$ cat config.mk
export PLATFORM = sky130hd
export DESIGN_NAME = ata_pio_seq
export DESIGN_NICKNAME = d
export VERILOG_FILES = /design/src/rtl/ata_pio_pkg.sv /design/src/rtl/ata_pio_sync.sv /design/src/rtl/ata_pio_phase_ctr.sv /design/src/rtl/ata_pio_seq.sv
export SDC_FILE = /design/constraint.sdc
export NUM_CORES = 1
export LEC_CHECK = 0
export BUFFER_PORTS_ARGS = -buffer_cell sky130_fd_sc_hd__buf_2
export CORE_MARGIN = 2
export CORE_UTILIZATION = 40
export CTS_BUF_LIST = sky130_fd_sc_hd__clkbuf_8 sky130_fd_sc_hd__clkbuf_16
export CTS_CLUSTER_SIZE = 28
export DETAILED_ROUTE_END_ITERATION = 6
export PLACE_DENSITY = 0.79
export SLEW_MARGIN = 25
export SYNTH_ARGS = -nofsm -noshare
export SYNTH_HDL_FRONTEND = slang
export SYNTH_SLANG_ARGS = --single-unit
$ cat constraint.sdc
create_clock -name clk -period 4 [get_ports clk]
set_input_delay 0.6 -clock clk [delete_from_list [all_inputs] [get_ports clk]]
set_output_delay 0.6 -clock clk [all_outputs]
set_load 0.02 [all_outputs]
$ cat src/rtl/ata_pio_pkg.sv
`timescale 1ns/1ps
package ata_pio_pkg;
   typedef enum logic [2:0] {
      ST_IDLE    = 3'd0,
      ST_SETUP   = 3'd1,
      ST_ACTIVE  = 3'd2,
      ST_HOLD    = 3'd3,
      ST_RECOVER = 3'd4
   } pio_state_t;
endpackage

$ cat src/rtl/ata_pio_sync.sv
`timescale 1ns/1ps
module ata_pio_sync #(
   parameter int STAGES = 2
) (
   input  logic clk,
   input  logic rst_n,
   input  logic d,
   output logic q
);
   if (STAGES < 1) begin : g_bad_stages
      $error("ata_pio_sync: STAGES must be at least 1");
   end

   logic [STAGES-1:0] chain;

   if (STAGES == 1) begin : g_single
      always_ff @(posedge clk or negedge rst_n) begin
         if (!rst_n) chain <= '0;
         else        chain <= d;
      end
   end else begin : g_multi
      always_ff @(posedge clk or negedge rst_n) begin
         if (!rst_n) chain <= '0;
         else        chain <= {chain[STAGES-2:0], d};
      end
   end

   assign q = chain[STAGES-1];
endmodule

$ cat src/rtl/ata_pio_phase_ctr.sv
`timescale 1ns/1ps
module ata_pio_phase_ctr #(
   parameter int TW = 8
) (
   input  logic          clk,
   input  logic          rst_n,
   input  logic          load,
   input  logic [TW-1:0] value,
   output logic          zero
);
   if (TW < 1) begin : g_bad_tw
      $error("ata_pio_phase_ctr: TW must be at least 1");
   end

   logic [TW-1:0] cnt;

   always_ff @(posedge clk or negedge rst_n) begin
      if (!rst_n)         cnt <= '0;
      else if (load)      cnt <= value;
      else if (cnt != '0) cnt <= cnt - 1'b1;
   end

   assign zero = (cnt == '0);
endmodule

$ cat src/rtl/ata_pio_seq.sv
`timescale 1ns/1ps
module ata_pio_seq #(
   parameter int TW          = 8,
   parameter int AW          = 4,
   parameter int DW          = 16,
   parameter int SYNC_STAGES = 2
) (
   input  logic            clk,
   input  logic            rst_n,
   input  logic            ctl_enable,
   input  logic            ctl_dev_reset,
   input  logic [TW-1:0]   t_setup,
   input  logic [TW-1:0]   t_active,
   input  logic [TW-1:0]   t_hold,
   input  logic [TW-1:0]   t_recover,
   input  logic            iordy_en,
   input  logic            req_valid,
   input  logic [AW-1:0]   req_addr,
   input  logic [DW-1:0]   req_wdata,
   input  logic            req_write,
   output logic            ack,
   output logic [DW-1:0]   rdata,
   output logic            dev_rst_n,
   input  logic [DW-1:0]   dd_in,
   output logic [DW-1:0]   dd_out,
   output logic            dd_oe,
   output logic [AW-2:0]   da,
   output logic            cs0_n,
   output logic            cs1_n,
   output logic            rd_n,
   output logic            wr_n,
   input  logic            iordy
);
   import ata_pio_pkg::*;

   localparam int DAW    = AW - 1;
   localparam int SEL_BIT = AW - 1;

   if (AW < 2) begin : g_bad_aw
      $error("ata_pio_seq: AW must be at least 2");
   end
   if (DW < 1) begin : g_bad_dw
      $error("ata_pio_seq: DW must be at least 1");
   end

   pio_state_t    st, st_nx;
   logic          ctr_load;
   logic [TW-1:0] ctr_val;
   logic          ctr_zero;
   logic          rdy_s;
   logic          wr_q;
   logic          strobe_done;
   logic          can_take;

   ata_pio_sync #(.STAGES(SYNC_STAGES)) u_rdy_sync (
      .clk   (clk),
      .rst_n (rst_n),
      .d     (iordy),
      .q     (rdy_s)
   );

   ata_pio_phase_ctr #(.TW(TW)) u_phase (
      .clk   (clk),
      .rst_n (rst_n),
      .load  (ctr_load),
      .value (ctr_val),
      .zero  (ctr_zero)
   );

   assign strobe_done = ctr_zero && (!iordy_en || rdy_s);
   assign can_take    = ctr_zero && req_valid &&
                        ((st == ST_IDLE) || (st == ST_RECOVER));

   // next state and phase counter reload
   always_comb begin
      st_nx    = st;
      ctr_load = 1'b0;
      ctr_val  = '0;
      unique case (st)
         ST_IDLE, ST_RECOVER: begin
            if (ctr_zero) begin
               if (req_valid && ctl_enable) begin
                  st_nx    = ST_SETUP;
                  ctr_load = 1'b1;
                  ctr_val  = t_setup;
               end else if (req_valid) begin
                  st_nx    = ST_RECOVER;
                  ctr_load = 1'b1;
                  ctr_val  = '0;
               end else begin
                  st_nx    = ST_IDLE;
               end
            end
         end
         ST_SETUP: begin
            if (ctr_zero) begin
               st_nx    = ST_ACTIVE;
               ctr_load = 1'b1;
               ctr_val  = t_active;
            end
         end
         ST_ACTIVE: begin
            if (strobe_done) begin
               st_nx    = ST_HOLD;
               ctr_load = 1'b1;
               ctr_val  = t_hold;
            end
         end
         ST_HOLD: begin
            if (ctr_zero) begin
               st_nx    = ST_RECOVER;
               ctr_load = 1'b1;
               ctr_val  = t_recover;
            end
         end
         default: st_nx = ST_IDLE;
      endcase
   end

   always_ff @(posedge clk or negedge rst_n) begin
      if (!rst_n) st <= ST_IDLE;
      else        st <= st_nx;
   end

   // registered device-bus pins
   always_ff @(posedge clk or negedge rst_n) begin
      if (!rst_n) begin
         cs0_n     <= 1'b1;
         cs1_n     <= 1'b1;
         rd_n      <= 1'b1;
         wr_n      <= 1'b1;
         dd_oe     <= 1'b0;
         dd_out    <= '0;
         da        <= '0;
         ack       <= 1'b0;
         rdata     <= '0;
         wr_q      <= 1'b0;
         dev_rst_n <= 1'b0;
      end else begin
         dev_rst_n <= !ctl_dev_reset;
         ack       <= 1'b0;
         unique case (st)
            ST_IDLE, ST_RECOVER: begin
               if (can_take) begin
                  if (ctl_enable) begin
                     cs1_n  <= !req_addr[SEL_BIT];
                     cs0_n  <=  req_addr[SEL_BIT];
                     da     <= req_addr[DAW-1:0];
                     dd_out <= req_wdata;
                     dd_oe  <= req_write;
                     wr_q   <= req_write;
                  end else begin
                     ack    <= 1'b1;
                  end
               end
            end
            ST_SETUP: begin
               if (ctr_zero) begin
                  rd_n <= wr_q;
                  wr_n <= !wr_q;
               end
            end
            ST_ACTIVE: begin
               if (strobe_done) begin
                  rd_n <= 1'b1;
                  wr_n <= 1'b1;
                  if (!wr_q) rdata <= dd_in;
               end
            end
            ST_HOLD: begin
               if (ctr_zero) begin
                  cs0_n <= 1'b1;
                  cs1_n <= 1'b1;
                  dd_oe <= 1'b0;
                  ack   <= 1'b1;
               end
            end
            default: ;
         endcase
      end
   end
endmodule

=== Word level (Yosys, flattened, before mapping) ===
Cells that the tools add are included.

* Add/subtract/negate cells: 1
* Equal/unequal tests: 10
* Mux-type cells: 40
* Bitwise operators: 1
* Reduce and logical (&&, ||, !) cells: 23

{| class="wikitable"
|+ Operator list
! operator !! number
|-
| 8-bit two-way mux || 7
|-
| 8-bit one-hot mux with 4 select lines || 1
|-
| 1-bit two-way mux || 18
|-
| 3-bit two-way mux || 6
|-
| 2-bit != test (second input constant) || 6
|-
| 1-bit one-hot mux with 2 select lines || 6
|-
| 3-bit one-hot mux with 4 select lines || 1
|-
| 3-bit AND reduction || 3
|-
| 8-bit logical NOT || 1
|-
| 4-bit AND reduction || 2
|-
| 8-bit nonzero test || 1
|-
| 8-bit by 1-bit subtractor with 8-bit output (second input constant) || 1
|-
| 3-bit by 2-bit equality test with 1-bit output (second input constant) || 2
|-
| 2-bit nonzero test || 3
|-
| 1-bit logical AND || 4
|-
| 1-bit logical NOT || 4
|-
| 2-bit OR reduction || 2
|-
| 3-bit by 1-bit equality test with 1-bit output (second input constant) || 1
|-
| 3-bit equality test (second input constant) || 1
|-
| 3-bit logical NOT || 1
|-
| 1-bit one-hot mux with 3 select lines || 1
|-
| 1-bit logical OR || 2
|-
| 1-bit NOT || 1
|}

* Flip-flop bits (word level): 56
* Input port bits: 76
* Output and inout bits: 42
* Word-level logic and storage cells: 89

=== Longest topological paths before layout ===
* Depth in word-level cells: 6
* Mapped depth: 7
* Gate-level depth less buffers: 6

=== Hierarchy ===
Synthesis repeated with hierarchy kept, for this count alone.

* Cell total of the unflattened synthesis: 209
* Area, all modules: 2685.1 um2

{| class="wikitable"
|+ Modules (own cells, without submodules)
! module !! times used !! cells an instance !! area an instance (um2) !! seq. area each (um2)
|-
| ata_pio_seq || 1 || 153 || 2158.3 || 1156.1
|-
| ata_pio_phase_ctr || 1 || 54 || 476.7 || 200.2
|-
| ata_pio_sync || 1 || 2 || 50.0 || 50.0
|}

=== Worst setup path before layout ===
OpenSTA, ideal clock, no wires.

* Path type: register to register
* Start: register u_phase.cnt[0]
* End: register rdata[10]
* Library setup time: 127 ps
* Arrival: 1978 ps
* Required time: 3873 ps
* Path slack: 1894 ps
* Cell stages (with the launch flop): 8
* Path buffers: 1
* Period minus slack after synthesis: 2106 ps
* Cell sequence: dfrtp_1 -> inv_1 -> ha_1 -> nor3b_1 -> nand2_2 -> nor3b_4 -> buf_6 -> mux2_1

* Cells in the longest elaborated chain, start to end: 3

{| class="wikitable"
|+ Ends and longest elaborated chain
! element !! RTL line !! text
|-
| start, declared || ata_pio_phase_ctr.sv:15 || <nowiki>logic [TW-1:0] cnt;</nowiki>
|-
| start signal, assigned || ata_pio_phase_ctr.sv:19 || <nowiki>else if (load) cnt <= value;</nowiki>
|-
| start signal, assigned || ata_pio_phase_ctr.sv:20 || <nowiki>else if (cnt != '0) cnt <= cnt - 1'b1;</nowiki>
|-
| 8-bit logical NOT || ata_pio_phase_ctr.sv:23 || <nowiki>assign zero = (cnt == '0);</nowiki>
|-
| 1-bit logical AND || ata_pio_seq.sv:70 || <nowiki>assign strobe_done = ctr_zero && (!iordy_en || rdy_s);</nowiki>
|-
| 3-bit AND reduction (no line) || - ||
|-
| end signal, assigned || ata_pio_seq.sv:167 || <nowiki>if (!wr_q) rdata <= dd_in;</nowiki>
|-
| end, declared || ata_pio_seq.sv:22 || <nowiki>output logic [DW-1:0] rdata,</nowiki>
|}

Every way passes these cells.
A chain may end at the register's enable or synchronous reset.

=== Final worst setup path ===
* Start: register u_phase.cnt[0]
* End: register rdata[4]

Same word-level chain as after synthesis.

==> out/metrics.cfg <==
[pwr]
p_int_mw = 1.25
p_switching_uw = 648
sw_frac_of_total_pct = 34.1
p_leak_nw = 1.77
p_comb_share_pct = 32.7
seqPwrFrac_pct = 44.9
clockPowerShare_pct = 22.4
vdd_ir_drop_max_mv = 0.370
power.density_mw_per_mm2 = 564
power_mw = 1.90

[logic_synthesis]
synth_area_leaders = dfrtp_1 (51%), mux2_2 (12%), mux2_1 (4.4%), mux2i_1 (4.3%), dfstp_2 (4.1%)
synth_top_area_share_pct = 50.5
synth_commonest_cells = dfrtp_1 (52), mux2_2 (28), mux2i_1 (11), nor2_1 (11), mux2_1 (10)
yosys.area.top_type = dfrtp_1
synth-main-ff-cell = dfrtp_1
post-synth-top-count-cell = dfrtp_1
syn_avg_cell_area_um2 = 13.0
syn_inst = 198
yosysUniqueCellTypes = 45
synthArstFlopShare_pct = 100
synth_seq_area_share_pct = 54.6
synth_edf_count = 0
synth_fp_nets = 276
syn_area_mm2 = 0.00257
yosysWarningCount = 0
ys_ff_latch = 56

[grt]
grt_start_max_net_pins = 35
grt_pass1_vias = 2113
grtUsageTotal_pct = 17.6
grt_antenna_before_repair = 0
gr-total-overflow = 0
grt_pass1_wl_um = 9890

[floorplan]
die_area_mm2 = 0.00710
rows = 29
initial_core_util_pct = 41.0
core_mm2 = 0.00628
io_pins = 118
fp.dieW_um = 84.2
dieHeight_um = 84.2

[route]
via_count = 1993
antenna_left = 0
drt_iter0_markers = 68
drc = 0
dr.pass1.iters = 4
vias_per_cell = 5.07
drt-total-wl_um = 6080
drt-wirelength-per-cell_um = 15.5

[worst_setup_path]
cp_slowest_cell = nor3b_4
cp_max_fo = 18
worst_path_largest_cell_delay_ns = 0.75
criticalPathCategory = flip-flop to flip-flop
endpoint_kind = flip-flop
crit_family = simple AND/OR/NAND/NOR gates
critPathBufInv = 1
critical_path_arrival_ns = 3.02
cp.required_ns = 4.19
path_cells = inv_1 > ha_1 > nor3b_1 > nand2_2 > nor3b_4 > mux2_2
cp-start-kind = flip-flop

[placement]
dpl.hpwl_um = 4710
place.gp.congestion = 0.781
io_buffers = 117

[timing]
maxClockFrequency_mhz = 353
tightestPinTransition_ns = 0.783
rsz0062_at_grt = false
finalCritPeriodShare_pct = 70.8
slew_viol_final = 0
hold_viol_final = 0
finalCriticalPeriod_ns = 2.83
tns_ns = 0
fin_skew_ns = 0.00462
relSlewSlack_pct = 47.8
setup_viol = 0

[clocking]
cts_hold_buf = 0
root_buffer = clkbuf_8
clk_path_buf_depth = 2
numCtsBuffers = 5
post_cts_buffers = 0
h-tree-depth = 2
cts_tree = built
cts-resized-gates = 0
path_clk_slew_ns = 0.10
insertion_delay_ns = 0.30
clkSinkCount = 56

[layout]
final_layout_size_suffix_gt1_share_pct = 53.2
antenna_cells = 0
layout.nets = 393
fillers = 551
syn2layout_area_growth_pct = 30.9

[worst_hold_path]
hold_class = input port to async pin

[flow_run]
cap_viol_max_count = 0

[status]
status = complete, no violations

[per-stage QoR]
stage	hold slack, ns	cell area [um2]	std cells	setup WS (ns)	utilization (%)
after floorplan	0.304	2570	198	1.89	-
final	0.255	3370	393	1.17	53.7
after CTS	0.268	3370	393	1.22	53.6
after global routing	0.280	3370	393	0.908	53.7
after global placement	0.334	3230	385	1.32	51.5
after detailed placement	0.337	3230	385	1.24	51.5
[layout make-up]
cell class	instances	area, um2	area share, %
Timing Repair Buffer	119	601	17.8
Multi-Input combinational cell	127	1110	33.0
Clock inverter	3	63.8	1.89
Clock buffer	5	68.8	2.04
Tap cell	77	96.3	2.86
Inverter	6	22.5	0.668
Sequential cell	56	1410	41.7
[sequential cells by signal, indices dropped and copies added (netlist names)]
signal            count
dev_rst_n             1
wr_n                  1
dd_out               16
u_rdy_sync.chain      2
rd_n                  1
cs1_n                 1
dd_oe                 1
ack                   1
st                    3
da                    3
wr_q                  1
u_phase.cnt           8
rdata                16
cs0_n                 1
[power by group through the flow]
stage / Sequential, mW / Clock, mW / Combinational [mW]
2_1_floorplan: 0.945 / 0 / 0.320
3_3_place_gp: 0.855 / 0 / 0.610
3_5_place_dp: 0.865 / 0 / 0.626
4_1_cts: 0.854 / 0.435 / 0.630
5_1_grt: 0.879 / 0.453 / 0.684
6_report: 0.854 / 0.425 / 0.621
[worst register-to-register path, stage by stage, from the launching register on]
cell and delay [ns]:
dfrtp_1 0.43, inv_1 0.09, ha_1 0.19, nor3b_1 0.46, nand2_2 0.38, nor3b_4 0.76, mux2_2 0.42
[cell families after synthesis]
family,synth area share (%)
flops,54.6
xor+xnor,1.70
simple gates,9.86
mux,20.9
fa+ha+maj,0.972
buf+inv,2.62
compound gates,9.33
[path summary, 6_finish.rpt]
kind | from | to | slack (ns) | depth (start not counted)
max in group asynchronous | rst_n | rdata[13] | 2.94 | 2
min | rst_n | dd_out[4] | 0.25 | 1
max | u_phase.cnt[0] | rdata[4] | 1.17 | 6
min reg2reg | u_rdy_sync.chain[0] | u_rdy_sync.chain[1] | 0.36 | 0
max reg2reg | u_phase.cnt[0] | rdata[4] | 1.17 | 6
min in group clk | u_rdy_sync.chain[0] | u_rdy_sync.chain[1] | 0.36 | 0
[layer usage]
metal  routed length (um)  GRT usage (%)  up-vias
li1                     -              -      951
met1                 2430           20.7      945
met2                 3000           30.4       86
met3                  521           5.80       11
met4                  128           5.43        0
met5                    0              0        -
[placed cells by master, fill, tap and decap left out, types with 2 or more instances in the layout]
master     count
buf_2        117
dfrtp_1       52
mux2_2        28
nor2_1        11
mux2i_1       11
mux2_1        10
inv_1          7
a21oi_1        6
nor2b_1        5
o21ai_0        5
clkbuf_8       5
nand3_1        4
a221oi_1       4
dfstp_2        4
xor2_1         3
a22oi_1        3
nor3b_1        2
nand2b_1       2
nor3b_4        2
a31oi_1        2
nand2_1        2
nor3_1         2
xnor2_1        2
o22a_1         2
ha_1           2
bufinv_16      2
buf_4          2
Power figures use the tool's default switching activity.
